==> src/rtl/refdiv_pkg.sv <==
package refdiv_pkg;
  localparam int unsigned R_MIN = 4;

  // out-of-range tap codes fall back to the undivided counter tap
  function automatic logic [2:0] tap_decode(input logic [2:0] code, input int unsigned n_half);
    return (int'(code) > n_half) ? 3'd0 : code;
  endfunction
endpackage

==> src/rtl/refdiv_rcnt.sv <==
module refdiv_rcnt
  import refdiv_pkg::*;
#(
  parameter int unsigned R_W = 10
) (
  input  logic           clk_i,
  input  logic           rst_ni,
  input  logic [R_W-1:0] ratio_i,
  output logic           tc_o,
  output logic [R_W-1:0] cnt_o
);
  logic [R_W-1:0] cnt_q;
  logic [R_W-1:0] lim;
  logic [R_W-1:0] last;

  assign lim  = (ratio_i < R_W'(R_MIN)) ? R_W'(R_MIN) : ratio_i;
  assign last = lim - R_W'(1);
  assign tc_o = (cnt_q >= last);
  assign cnt_o = cnt_q;

  always_ff @(posedge clk_i or negedge rst_ni) begin
    if (!rst_ni)   cnt_q <= '0;
    else if (tc_o) cnt_q <= '0;
    else           cnt_q <= cnt_q + R_W'(1);
  end
endmodule

==> src/rtl/refdiv_halver.sv <==
module refdiv_halver #(
  parameter int unsigned N_HALF = 4
) (
  input  logic              clk_i,
  input  logic              rst_ni,
  input  logic              tc_i,
  output logic [N_HALF-1:0] stage_o,
  output logic [N_HALF:0]   tap_o
);
  logic [N_HALF-1:0] stage_q;
  logic [N_HALF:0]   carry;

  assign carry[0] = tc_i;

  for (genvar j = 0; j < N_HALF; j++) begin : g_stage
    assign carry[j+1] = carry[j] & stage_q[j];
    always_ff @(posedge clk_i or negedge rst_ni) begin
      if (!rst_ni)       stage_q[j] <= 1'b0;
      else if (carry[j]) stage_q[j] <= ~stage_q[j];
    end
  end

  // tap j: terminal count with the j lower stages all set
  assign tap_o   = carry;
  assign stage_o = stage_q;
endmodule

==> src/rtl/refdiv_tap_mux.sv <==
module refdiv_tap_mux
  import refdiv_pkg::*;
#(
  parameter int unsigned N_HALF = 4
) (
  input  logic          clk_i,
  input  logic          rst_ni,
  input  logic [N_HALF:0] tap_i,
  input  logic [2:0]    sel_i,
  output logic          pulse_o
);
  logic [2:0] idx;
  logic       pulse_q;

  assign idx = tap_decode(sel_i, N_HALF);

  always_ff @(posedge clk_i or negedge rst_ni) begin
    if (!rst_ni) pulse_q <= 1'b0;
    else         pulse_q <= tap_i[idx];
  end

  assign pulse_o = pulse_q;
endmodule

==> src/rtl/refdiv_top.sv <==
module refdiv_top #(
  parameter int unsigned R_W    = 10,
  parameter int unsigned N_HALF = 4
) (
  input  logic           clk_i,
  input  logic           rst_ni,
  input  logic [R_W-1:0] ratio_i,
  input  logic [2:0]     tap_sel_i,
  output logic           cmp_pulse_o,
  output logic           ref_o
);
  logic              tc;
  logic [R_W-1:0]    r_cnt;
  logic [N_HALF-1:0] stage;
  logic [N_HALF:0]   taps;

  refdiv_rcnt #(.R_W(R_W)) u_rcnt (
    .clk_i  (clk_i),
    .rst_ni (rst_ni),
    .ratio_i(ratio_i),
    .tc_o   (tc),
    .cnt_o  (r_cnt)
  );

  refdiv_halver #(.N_HALF(N_HALF)) u_halver (
    .clk_i  (clk_i),
    .rst_ni (rst_ni),
    .tc_i   (tc),
    .stage_o(stage),
    .tap_o  (taps)
  );

  refdiv_tap_mux #(.N_HALF(N_HALF)) u_mux (
    .clk_i  (clk_i),
    .rst_ni (rst_ni),
    .tap_i  (taps),
    .sel_i  (tap_sel_i),
    .pulse_o(cmp_pulse_o)
  );

  // direct path to the first phase detector
  assign ref_o = clk_i;
endmodule

==> config.mk <==
export PLATFORM = sky130hd
export DESIGN_NAME = refdiv_top
export DESIGN_NICKNAME = d
export VERILOG_FILES = /design/src/rtl/refdiv_pkg.sv /design/src/rtl/refdiv_rcnt.sv /design/src/rtl/refdiv_halver.sv /design/src/rtl/refdiv_tap_mux.sv /design/src/rtl/refdiv_top.sv
export SDC_FILE = /design/constraint.sdc
export NUM_CORES = 1
export LEC_CHECK = 0
export ABC_AREA = 1
export BUFFER_PORTS_ARGS = -buffer_cell sky130_fd_sc_hd__buf_2
export CORE_UTILIZATION = 55
export DETAILED_ROUTE_END_ITERATION = 8
export MAX_ROUTING_LAYER = met4
export PLACE_DENSITY = 0.77
export SLEW_MARGIN = 25
export SYNTH_ARGS = -nofsm -noshare
export SYNTH_HDL_FRONTEND = slang
export SYNTH_SLANG_ARGS = --single-unit
==> constraint.sdc <==
create_clock -name clk_i -period 2.5 [get_ports clk_i]
set_clock_uncertainty 0.2 [all_clocks]
set_input_delay 0.5 -clock clk_i [delete_from_list [all_inputs] [get_ports clk_i]]
set_output_delay 0.5 -clock clk_i [all_outputs]
set_load 0.005 [all_outputs]
==> results.json <==
{
  "arrival_ns": 3.08,
  "routed_via_density": 5.45,
  "required_ns": 2.61,
  "critPathKind": "primary input to flip-flop",
  "power_density_nw_per_um2": 747,
  "syn2layout_area_growth_pct": 49.1,
  "routedWlPerCell_um": 15.6,
  "grt_use_total_pct": 27.9,
  "vias": 1249,
  "antennaDiodeCount": 0,
  "grt_pass1_wl_mm": 4.17,
  "drtAntennaViolNets": 0,
  "ys_seq_area_share_pct": 32.3,
  "dr.pass1.iters": 4,
  "placed_cells": 215,
  "fin_crit_sh_pct": 119,
  "yosysUniqueCellTypes": 23,
  "totalPowerFinal_mw": 1.29,
  "core_area_um2": 1980,
  "dpl.hpwl_mm": 1.91,
  "fin_ws_ns": -0.463,
  "die_y_um": 48.0,
  "swShare_pct": 43.6,
  "max_freq_mhz": 338,
  "cts_tree": "yes",
  "drv_slew": 0,
  "use_met3_pct": 3.02,
  "max_cap_violations": 0,
  "period_needed_ns": 2.96,
  "pwr-share-comb_pct": 46.4,
  "leakage_nw": 0.873,
  "rsz0062_at_grt": "true",
  "initial_utilization_pct": 58.6,
  "grt_max_degree": 16,
  "p_int_mw": 0.730,
  "ios": 17,
  "postRouteWirelength_mm": 3.57,
  "port_buffers": 16,
  "stdcell_count": 229,
  "die_w_um": 48.0,
  "hold_violations": 0,
  "top_usage_layer": "met2",
  "syn_inst": 155,
  "final_nets": 230,
  "drive_gt1_share_pct": 45.5,
  "cp-end-kind": "flip-flop",
  "grt_remaining_overflow": 0,
  "antenna_found_initial": 0,
  "routabilityCongestion": 0.792,
  "synth_area_leaders": "dfrtp_1, ha_1, inv_1, nand2_1, xor2_1",
  "syn-cell-area_um2": 1160,
  "rows": 16,
  "slew_headroom_pct": 76.2,
  "pwr-share-seq_pct": 35.8,
  "min_path_type": "primary input to flip-flop",
  "clk_pin_slew_worst_paths_ns": 0.10,
  "clockPowerShare_pct": 17.7,
  "worstSkewPairLatency_ns": 0.40,
  "cp-start-kind": "primary input",
  "post-place-ws_ns": -0.845,
  "drt-initial-drc-count": 35,
  "avgSynthCellArea_um2": 7.50,
  "yosysTopAreaCell": "dfrtp_1",
  "yosys_warnings": 0,
  "synth.top_cell.area_share_pct": 32.3,
  "ir_drop_mv": 0.725,
  "grt_pass1_vias": 1083,
  "violations": "negative setup slack",
  "syn-num-nets": 182,
  "p_sw_mw": 0.565,
  "synth-seq-cells": 15,
  "worst-path-max-fanout": 7,
  "status": "finished, violations left",
  "use_met2_pct": 49.7,
  "route.detailed.drc": 0,
  "grt.met1_usage_pct": 28.2,
  "die_area_um2": 2300,
  "tightest_slew_ns": 0.357,
  "setup_viol": 15
}
-- cells in the mapped netlist --
cell       n
nor2_2     6
nand3_2    3
nand3_1    4
nand4_1    2
nor3_1     5
nand2_2    2
xnor2_1    1
inv_1     29
o21ai_1    1
o21ai_0    3
a21o_1     1
nor3_2     1
buf_6      1
ha_1      12
inv_2      1
nor2_1    18
a211oi_1   1
nor3b_1    2
buf_4      1
nand2_1   26
xor2_1     9
a21oi_1   11
dfrtp_1   15
-- power by group through the flow --
stage / registers, mW / clock network, mW / logic, mW
final: 0.464 / 0.230 / 0.601
after global routing: 0.479 / 0.238 / 0.676
after CTS: 0.454 / 0.232 / 0.485
after detailed placement: 0.453 / 0.0174 / 0.447
after global placement: 0.443 / 0.0174 / 0.422
after floorplan: 0.423 / 0.0259 / 0.325
-- layer usage --
layer / vias up / part of all wire [%]
li1: 584 / -
met1: 589 / 38
met2: 55 / 52
met3: 21 / 4.3
met4: 0 / 5.8
met5: - / 0
-- repair_timing --
action	CTS	global route
pin swaps	20	18
gates resized for setup	10	29
buffers inserted	5	1
cloned	0	0
endpoints found under the hold margin	15	0
hold buffers	1	0
endpoints found under the setup margin	15	15
-- sequential cells by signal, summed over array words and instances (netlist names) --
register	cells
u_rcnt.cnt_o	10
u_halver.stage_o	4
u_mux.pulse_o	1
-- per-stage QoR --
| step | util (%) | cell area, um^2 | hold slack (ns) | TNS (ns) |
|---|---|---|---|---|
| final | 87.4 | 1730 | 0.228 | -4.97 |
| after global routing | 87.4 | 1730 | 0.280 | -6.62 |
| after CTS | 80.9 | 1600 | 0.243 | -3.21 |
| after detailed placement | 73.7 | 1460 | 0.226 | -10.38 |
| after global placement | 73.7 | 1460 | 0.217 | -8.92 |
| after floorplan | - | 1220 | 0.00441 | -4.56 |
-- cell families after synthesis --
family | count (synthesis) | share of synthesized area [%]
flip-flops | 15 | 32.3
AO/OA/AOI/OAI | 17 | 7.75
buffers and inverters | 32 | 11.3
XOR/XNOR | 10 | 7.54
AND/OR/NAND/NOR | 69 | 28.2
adder cells (fa/ha/maj) | 12 | 12.9
-- cells in the final DEF (no fill, tap or decap), types with 2 or more instances in the layout --
cell type  instances
nand2_2            5
nand3_2            4
buf_6              6
nand2_1           21
ha_4               3
nor2_2             9
nor2_1            10
buf_4             24
clkbuf_4           6
a21oi_1           10
inv_1             25
nand3_4            2
nor3_4             2
nor2_4             5
buf_2             11
xor2_1             8
nand4_1            2
o21ai_2            2
inv_2              4
nand2_4            2
dfrtp_1           15
nor3_2             3
ha_1               9
-- worst max-delay path, cell delays in order --
cell and delay, ns:
buf_6 0.10, nor2_4 0.10, nand3_2 0.09, nor2_4 0.14, inv_2 0.07, nand2_2 0.09, ha_4 0.14, nand3_4 0.06
nor3b_2 0.21, buf_4 0.14, buf_4 0.09, a21oi_1 0.05, ha_1 0.30, nand2_1 0.12, nor2_4 0.17, nand2_2 0.09
nand3_4 0.13, inv_4 0.05, nor3_4 0.23, xor2_2 0.19
-- final timing paths --
| check | startpoint | to | slack (ns) | cells after the start |
|---|---|---|---|---|
| min | tap_sel_i[1] | u_mux.pulse_o$_DFF_PN0_ | 0.23 | 5 |
| max reg2reg | u_rcnt.cnt_o[7]$_DFF_PN0_ | u_halver.stage_o[2]$_DFFE_PN0P_ | 0.42 | 8 |
| max | ratio_i[9] | u_halver.stage_o[2]$_DFFE_PN0P_ | -0.46 | 20 |
| max in group asynchronous | rst_ni | u_halver.stage_o[1]$_DFFE_PN0N_ | 1.49 | 2 |
| min reg2reg | u_rcnt.cnt_o[0]$_DFF_PN0_ | u_rcnt.cnt_o[0]$_DFF_PN0_ | 0.31 | 1 |
| min in group asynchronous | rst_ni | u_rcnt.cnt_o[9]$_DFF_PN0_ | 0.34 | 2 |
-- final cells by class --
class / count / area [um^2]
fillers: 93 / 249
inverters: 30 / 115
well taps: 27 / 33.8
repair buffers: 41 / 308
flip-flops and latches: 15 / 375
multi-input cells: 108 / 847
clock buffers: 8 / 53.8
Power figures use the tool's default switching activity.
